==> src/rtl/ea_pkg.sv <==
package ea_pkg;
    localparam int OFS_W = 16;
    localparam int SHIFT = 4;
    localparam int PA_W  = OFS_W + SHIFT;

    typedef logic [OFS_W-1:0] word_t;
    typedef logic [PA_W-1:0]  phys_t;

    typedef enum logic [1:0] {
        SEG_ES = 2'b00,
        SEG_SS = 2'b01,
        SEG_CS = 2'b10,
        SEG_DS = 2'b11
    } seg_code_e;

    typedef enum logic [1:0] {
        MOD_NODISP = 2'b00,
        MOD_D8     = 2'b01,
        MOD_D16    = 2'b10,
        MOD_REG    = 2'b11
    } mod_e;

    typedef struct packed {
        word_t     term_a;
        word_t     term_b;
        word_t     term_d;
        seg_code_e seg;
        logic      regop;
    } ea_terms_t;

    typedef struct packed {
        logic      regop;
        seg_code_e seg;
        word_t     offset;
        phys_t     phys;
    } ea_result_t;

    function automatic word_t sext_byte(input logic [7:0] b);
        return {{(OFS_W-8){b[7]}}, b};
    endfunction

    function automatic logic rm_is_stack(input logic [2:0] rm);
        return (rm == 3'd2) || (rm == 3'd3) || (rm == 3'd6);
    endfunction
endpackage

==> src/rtl/ea_mode_decode.sv <==
module ea_mode_decode
    import ea_pkg::*;
(
    input  logic [1:0] mode,
    input  logic [2:0] rm,
    input  word_t      disp,
    input  word_t      reg_bx,
    input  word_t      reg_bp,
    input  word_t      reg_si,
    input  word_t      reg_di,
    output ea_terms_t  terms
);
    mod_e      m;
    word_t     a, b, d;
    logic      stk;
    logic      regop;

    assign m = mod_e'(mode);

    always_comb begin
        a = '0;
        b = '0;
        unique case (rm)
            3'd0: begin a = reg_bx; b = reg_si; end
            3'd1: begin a = reg_bx; b = reg_di; end
            3'd2: begin a = reg_bp; b = reg_si; end
            3'd3: begin a = reg_bp; b = reg_di; end
            3'd4: a = reg_si;
            3'd5: a = reg_di;
            3'd6: a = reg_bp;
            default: a = reg_bx;
        endcase
        stk   = rm_is_stack(rm);
        regop = 1'b0;
        d     = '0;
        unique case (m)
            MOD_NODISP: begin
                if (rm == 3'd6) begin
                    a   = '0;
                    b   = '0;
                    d   = disp;
                    stk = 1'b0;
                end
            end
            MOD_D8:  d = sext_byte(disp[7:0]);
            MOD_D16: d = disp;
            default: regop = 1'b1;
        endcase
        terms.term_a = a;
        terms.term_b = b;
        terms.term_d = d;
        terms.seg    = stk ? SEG_SS : SEG_DS;
        terms.regop  = regop;
    end
endmodule

==> src/rtl/ea_seg_select.sv <==
module ea_seg_select
    import ea_pkg::*;
(
    input  seg_code_e  dflt,
    input  logic       ovr_en,
    input  logic [1:0] ovr_sel,
    input  word_t      seg_es,
    input  word_t      seg_cs,
    input  word_t      seg_ss,
    input  word_t      seg_ds,
    output seg_code_e  code,
    output word_t      base
);
    assign code = ovr_en ? seg_code_e'(ovr_sel) : dflt;

    always_comb begin
        unique case (code)
            SEG_ES:  base = seg_es;
            SEG_SS:  base = seg_ss;
            SEG_CS:  base = seg_cs;
            default: base = seg_ds;
        endcase
    end
endmodule

==> src/rtl/ea_adder.sv <==
module ea_adder
    import ea_pkg::*;
(
    input  ea_terms_t  terms,
    input  seg_code_e  code,
    input  word_t      base,
    output ea_result_t res
);
    word_t offset;
    phys_t seg_ext;
    phys_t off_ext;

    assign offset  = terms.term_a + terms.term_b + terms.term_d;
    assign seg_ext = {base, {SHIFT{1'b0}}};
    assign off_ext = {{SHIFT{1'b0}}, offset};

    always_comb begin
        res = '0;
        res.regop = terms.regop;
        if (!terms.regop) begin
            res.seg    = code;
            res.offset = offset;
            res.phys   = seg_ext + off_ext;
        end
    end
endmodule

==> src/rtl/seg_ea_unit.sv <==
module seg_ea_unit
    import ea_pkg::*;
(
    input  logic        clk,
    input  logic        rst,
    input  logic        in_valid,
    input  logic [1:0]  mode,
    input  logic [2:0]  rm,
    input  logic [15:0] disp,
    input  logic [15:0] reg_bx,
    input  logic [15:0] reg_bp,
    input  logic [15:0] reg_si,
    input  logic [15:0] reg_di,
    input  logic [15:0] seg_es,
    input  logic [15:0] seg_cs,
    input  logic [15:0] seg_ss,
    input  logic [15:0] seg_ds,
    input  logic        ovr_en,
    input  logic [1:0]  ovr_sel,
    output logic        out_valid,
    output logic        out_regop,
    output logic [1:0]  out_seg,
    output logic [15:0] out_offset,
    output logic [19:0] out_phys
);
    ea_terms_t  terms;
    seg_code_e  code;
    word_t      base;
    ea_result_t comb_res;
    ea_result_t res_q;
    logic       vld_q;

    ea_mode_decode u_dec (
        .mode(mode), .rm(rm), .disp(disp),
        .reg_bx(reg_bx), .reg_bp(reg_bp), .reg_si(reg_si), .reg_di(reg_di),
        .terms(terms)
    );

    ea_seg_select u_seg (
        .dflt(terms.seg), .ovr_en(ovr_en), .ovr_sel(ovr_sel),
        .seg_es(seg_es), .seg_cs(seg_cs), .seg_ss(seg_ss), .seg_ds(seg_ds),
        .code(code), .base(base)
    );

    ea_adder u_add (
        .terms(terms), .code(code), .base(base), .res(comb_res)
    );

    always_ff @(posedge clk) begin
        if (rst) begin
            vld_q <= 1'b0;
            res_q <= '0;
        end else begin
            vld_q <= in_valid;
            if (in_valid) res_q <= comb_res;
        end
    end

    assign out_valid  = vld_q;
    assign out_regop  = res_q.regop;
    assign out_seg    = res_q.seg;
    assign out_offset = res_q.offset;
    assign out_phys   = res_q.phys;

    assert_valid_follows_R2: assert property (@(posedge clk) disable iff (rst)
        in_valid |=> out_valid);
    assert_idle_follows_R2: assert property (@(posedge clk) disable iff (rst)
        !in_valid |=> !out_valid);
    assert_regop_quiet_R8: assert property (@(posedge clk) disable iff (rst)
        (out_valid && out_regop) |-> (out_offset == '0 && out_phys == '0 && out_seg == 2'b00));
    assert_hold_idle_R12: assert property (@(posedge clk) disable iff (rst)
        !in_valid |=> ($stable(out_offset) && $stable(out_phys) && $stable(out_seg)));
    assert_override_seg_R9: assert property (@(posedge clk) disable iff (rst)
        (in_valid && ovr_en && mode != 2'b11) |=> (out_seg == $past(ovr_sel)));
    assert_default_stack_R4: assert property (@(posedge clk) disable iff (rst)
        (in_valid && !ovr_en && mode != 2'b11 && (rm == 3'd2 || rm == 3'd3 || (rm == 3'd6 && mode != 2'b00)))
        |=> (out_seg == 2'b01));
endmodule

==> config.mk <==
export PLATFORM = sky130hd
export DESIGN_NAME = seg_ea_unit
export DESIGN_NICKNAME = d
export VERILOG_FILES = /design/src/rtl/ea_pkg.sv /design/src/rtl/ea_mode_decode.sv /design/src/rtl/ea_seg_select.sv /design/src/rtl/ea_adder.sv /design/src/rtl/seg_ea_unit.sv
export SDC_FILE = /design/constraint.sdc
export NUM_CORES = 1
export LEC_CHECK = 0
export BUFFER_PORTS_ARGS = -buffer_cell sky130_fd_sc_hd__buf_2
export CAP_MARGIN = 20
export CORE_MARGIN = 2
export CORE_UTILIZATION = 45
export DETAILED_ROUTE_END_ITERATION = 7
export HOLD_SLACK_MARGIN = 0.05
export PLACE_DENSITY = 0.86
export REMOVE_ABC_BUFFERS = 1
export SYNTH_ARGS = -nofsm -noshare
export SYNTH_HDL_FRONTEND = slang
export SYNTH_SLANG_ARGS = --single-unit
==> constraint.sdc <==
create_clock -name clk -period 10.8 [get_ports clk]
set_clock_uncertainty 0.2 [all_clocks]
set_input_delay 1.08 -clock clk [delete_from_list [all_inputs] [get_ports clk]]
set_output_delay 1.08 -clock clk [all_outputs]
set_load 0.03 [all_outputs]
After elaboration in Yosys (flattened, before gate mapping)
Index checks and enable logic that the tools add are counted.
{"block": "word_totals", "input_bits": 155, "ff_bits": 40, "wordCells": 42}
{"block": "op_classes", "mux": 15, "addsub": 3, "n_reduce_logical": 9, "n_eq_ne": 10}
{"cell": "$pmux 16 s3", "n": 3}
{"cell": "$mux 16", "n": 5}
{"cell": "$mux 38", "n": 1}
{"cell": "$add 16x16->16", "n": 2}
{"cell": "$pmux 16 s2", "n": 1}
{"cell": "$add 20x16->20", "n": 1}
{"cell": "$eq 3x3->1 const B", "n": 3}
{"cell": "$eq 3x2->1 const B", "n": 2}
{"cell": "$reduce_or 3->1", "n": 2}
{"cell": "$eq 2x1->1 const B", "n": 2}
{"cell": "$eq 2x2->1 const B", "n": 2}
{"cell": "$logic_not 2->1", "n": 2}
{"cell": "$mux 2", "n": 2}
{"cell": "$reduce_or 2->1", "n": 2}
{"cell": "$eq 3x1->1 const B", "n": 1}
{"cell": "$logic_not 3->1", "n": 1}
{"cell": "$mux 1", "n": 3}
{"cell": "$logic_or 1x1->1", "n": 2}

Depth between registers and ports, before layout
{"block": "logic_depth", "ltp_word": 11, "ltp_mapped": 25, "ltp_nobuf": 24}

Cells and area by module
Synthesis repeated with hierarchy kept, for this count alone.
{"block": "unflattened", "cells_unflattened": 560, "area_unflattened_um2": 4962.3}
{"mod": "ea_adder", "area_each_um2": 1998.2, "n_inst": 1, "cells_per_inst": 252}
{"mod": "seg_ea_unit", "area_each_um2": 1450.1, "n_inst": 1, "cells_per_inst": 128}
{"mod": "ea_mode_decode", "area_each_um2": 939.7, "n_inst": 1, "cells_per_inst": 124}
{"mod": "ea_seg_select", "area_each_um2": 574.3, "n_inst": 1, "cells_per_inst": 56}

Worst setup path after synthesis
Ideal clock, no wire load.
{"block": "synth_path", "path_type": "input port to flip-flop", "start": "input rm[2]", "end": "register res_q, in the netlist out_phys[18]", "arrival_time_ns": 5.876, "n_path_buf": 3, "setup_time_ns": 0.117, "required_time_ns": 10.483, "cell_stages": 23, "slack_ns": 4.608, "cell_sequence": "buf_2 nand2_1 or2_2 clkbuf_1 buf_2 o22ai_1 nor3_1 fa_1 ha_1 fa_1 a21o_1 nand4_1 a21oi_1 o21ai_1 a21boi_1 or3_1 and2_1 ha_1 a2111o_1 o221ai_1 and2b_1 xor2_1 a22o_1"}
{"block": "synth_via", "elab_chain_len": 11}
{"element": "start: declaration", "line_no": "seg_ea_unit.sv:8", "source": "input logic [2:0] rm,"}
{"element": "parallel branches: the longest is 9 deep, another holds $add 16x16->16"}
{"element": "$add 20x16->20 (*)", "line_no": "ea_adder.sv:23", "source": "res.phys = seg_ext + off_ext;"}
{"element": "$mux 38 (*)", "line_no": "ea_adder.sv:20", "source": "if (!terms.regop) begin"}
{"element": "end signal: assignment", "line_no": "seg_ea_unit.sv:55", "source": "if (in_valid) res_q <= comb_res;"}
{"element": "end: declaration", "line_no": "seg_ea_unit.sv:30", "source": "ea_result_t res_q;"}
Every way passes the cells marked *.
A chain may end at the register's enable or synchronous reset.

Final worst setup path
{"block": "layout_path", "start": "input rm[0]", "end": "register res_q, in the netlist out_phys[18]"}
Same word-level chain as after synthesis.

==> impl_metrics.csv <==
group,metric,value,unit
floorplan,die-area,10100,um2
final_layout,multi_input_area,3200,um2
setup_path,reg2reg_slack,9.86,ns
clock_network,cts.sinks,36,
detailed_routing,route.detailed.drc,0,
power,internal-power,0.494,mW
setup_path,crit_slowest_cell,"buf_2",
detailed_routing,drtAntennaViolNets,0,
clock_network,cts_setup_buffers,0,
timing,finalHoldViolCount,0,
timing,finalCriticalPeriod,6.87,ns
setup_path,rr_worst_depth,3,
setup_path,arrival,6.86,ns
setup_path,crit_cells,22,
clock_network,clock_latency,0.30,ns
final_layout,regArea,721,um2
setup_path,startpoint_type,"primary input",
run,drv_cap,0,
clock_network,clkTransAtPathRegs,0.08,ns
power,switchingPower,0.472,mW
power,power_frac_clock,0.101,
outcome,status,"completed",
synthesis,synthFlopType,"dfxtp_1",
setup_path,cp_max_fo,33,
global_routing,grt_pass1_vias,4463,
timing,worst_slew_margin_rel,0.269,
global_routing,grt_usage,0.251,
power,power_frac_comb,0.709,
timing,hold_ws,0.277,ns
setup_path,r2r_start,"out_phys[10]$_SDFFE_PP0P_",
synthesis,postSynthCellCount,558,
synthesis,ys_ff_latch,36,
min_path,min_path_cells,2,
synthesis,synth.area.top_cells,"dfxtp_1 17%, fa_1 8.1%, ha_1 7.8%, nor2_1 6.9%, o22ai_1 6.3%",
timing,setup-tns-final,0,ns
synthesis,avgSynthCellArea,7.52,um2
final_layout,layoutNonFillerInstCount,841,
synthesis,yosys.area.top_type,"dfxtp_1",
detailed_routing,routed_wl,13200,um
floorplan,die_w,101,um
setup_path,cp-end-kind,"flop",
setup_path,cp_data_required_time,10.79,ns
clock_network,ctsHtreeMaxLevel,2,
detailed_routing,viasPerCell,5.74,
synthesis,ys_seq_area_frac,0.172,
power,peakVddDrop,0.0000819,V
synthesis,yosysMostFrequentCell,"nor2_1",
placement,hpwlAfterDp,10700,um
detailed_routing,dr.pass1.iters,5,
timing,max_freq,146,MHz
setup_path,worstReg2RegEnd,"out_phys[10]$_SDFFE_PP0P_",
final_layout,final_core_util,0.576,
synthesis,async_flop_share,0,
timing,worstMarginPinSlew,1.09,ns
clock_network,cts-root-buf,"clkbuf_8",
timing,rsz0062_at_grt,"false",
synthesis,syn_area,4200,um2
synthesis,ys_types,59,
setup_path,cp.buffers_inverters,1,
final_layout,design_area,5270,um2
placement,io_buffers,194,
placement,placed_cell_area,5180,um2
final_layout,layout-drive-gt1-share,0.305,
global_routing,grt_overflow_total,0,
global_routing,grt_max_degree,34,
power,seqPwrFrac,0.190,
timing,fin_crit_sh,0.636,
setup_path,crit_chain,"buf_2 > nand2_1 > nand2_1 > nand2_1 > o22ai_1 > nor3_1 > fa_1 > ha_1 > fa_1 > a21o_1 > nand4_1 > a21oi_1 > o21ai_1 > a21boi_1 > or3_1 > and2_1 > ha_1 > a2111o_1 > o221ai_1 > and2b_1 > xor2_1 > a22o_1",
final_layout,diodes,0,
placement,gp_congestion,0.927,
setup_path,cpMostUsedCell,"nand2_1",
detailed_routing,vias,4827,
power,switching_share,0.489,
clock_network,cts_buffers,5,
setup_path,path_delay_family,"simple AND/OR/NAND/NOR gates",
timing,drv_slew,0,
final_layout,syn2layout_area_growth,25.6,%
floorplan,io_pins,195,
detailed_routing,drt_iter0_drc,248,
synthesis,synth_edf_count,0,
floorplan,fp.coreArea,9150,um2
synthesis,yosysWarnings,0,
synthesis,synth_top_cell_area_share,0.172,
floorplan,die_h,101,um
power,leakage,2.68,nW
global_routing,antenna_found_initial,0,
detailed_routing,wire_per_inst,15.8,um
clock_network,tritoncts,"done",
min_path,hold_end,"out_seg[0]$_SDFFE_PP0P_",
clock_network,ctsHoldBuffers,0,
final_layout,num-nets-final,927,
min_path,hp-start,"out_seg[0]$_SDFFE_PP0P_",
min_path,hold_class,"flop to flop",
placement,dp.cells,833,
floorplan,initial_utilization,0.458,
synthesis,ys_top_cells_by_count,"77 x nor2_1, 51 x a21oi_1, 42 x o22ai_1",
clock_network,post_cts_resized,0,
floorplan,rows,35,
clock_network,clockBufferDepth,2,
final_layout,nFillCells,877,
setup_path,max_stage_delay,0.59,ns
setup_path,crit_type,"primary input to flop",
power,powerDensity,184,nW/um2
global_routing,grt_pass1_wl,20600,um
timing,finalSetupViolCount,0,
-- per-layer routing --
metal  global-route usage  share of wire  vias to the layer above
met5                    0              0                        -
met4               0.0632          0.019                        0
met3               0.0298          0.079                       27
met2                0.455           0.49                      243
met1                0.314           0.42                     2207
li1                     -              -                     2350
-- per-stage QoR --
stage          setup slack (ns)  power (mW)
2_1_floorplan              4.52       0.685
3_3_place_gp               3.87       0.846
3_5_place_dp               3.67       0.861
4_1_cts                    3.98       0.961
5_1_grt                    3.59        1.04
6_report                   3.93       0.967
-- cell usage in the layout, fill, tap and decap left out, types with 5 or more instances in the layout --
cell type,Yosys,final
clkbuf_8,0,5
or3_1,10,10
nor3_1,11,11
a22oi_1,7,7
o21a_1,5,5
a221oi_1,12,12
nand3_1,7,7
ha_1,26,26
buf_2,4,194
xor2_1,8,8
or2_2,7,7
and2_1,7,7
xnor2_1,19,19
dfxtp_1,36,36
a22o_1,14,14
a21oi_1,51,51
inv_1,35,35
nor2_1,77,77
nor2b_1,14,14
nand2_1,37,37
fa_1,17,17
mux2i_1,17,17
o22ai_1,42,42
a211oi_1,8,8
a21o_1,8,8
-- worst register-to-register path, cell delays in order (launching register included) --
cell and delay (ns):
dfxtp_1 0.32, nor2b_1 0.13, a21oi_1 0.12, nor2_1 0.05
-- worst max path at each step --
stage                from                        end
CTS                 rm[0]  out_phys[18]$_SDFFE_PP0P_
finish              rm[0]  out_phys[18]$_SDFFE_PP0P_
global placement    rm[0]  out_phys[18]$_SDFFE_PP0P_
global route        rm[0]  out_phys[19]$_SDFFE_PP0P_
detailed placement  rm[0]  out_phys[18]$_SDFFE_PP0P_
floorplan           rm[0]  out_phys[18]$_SDFFE_PP0P_
-- flip-flops by register name, summed over array words and instances (netlist names) --
register,cells
out_offset,16
out_phys,16
out_seg,2
out_regop,1
out_valid,1
-- final cells by class --
type,count,area share
Clock buffer,5,0.0131
Clock inverter,3,0.00356
Inverter,36,0.0257
Multi-Input combinational cell,454,0.607
Sequential cell,36,0.137
Tap cell,111,0.0264
Timing Repair Buffer,196,0.187
-- cells by family after synthesis --
| group | Yosys count | share of synthesized area |
|---|---|---|
| xor gates and xnor gates | 27 | 0.0564 |
| and+or+nand+nor | 185 | 0.207 |
| AOI/OAI and AO/OA | 179 | 0.289 |
| DFF | 36 | 0.172 |
| adders and majority gates | 43 | 0.159 |
| muxes | 20 | 0.0513 |
| buffers and inverters | 68 | 0.0656 |
-- power groups by stage --
| stage | clock network, mW | logic [mW] | registers [mW] |
|---|---|---|---|
| floorplan | 0 | 0.431 | 0.254 |
| global placement | 0 | 0.660 | 0.185 |
| detailed placement | 0 | 0.675 | 0.187 |
| CTS | 0.0985 | 0.678 | 0.184 |
| global route | 0.103 | 0.751 | 0.187 |
| finish | 0.0979 | 0.685 | 0.183 |
(Power assumes the default switching activity.)
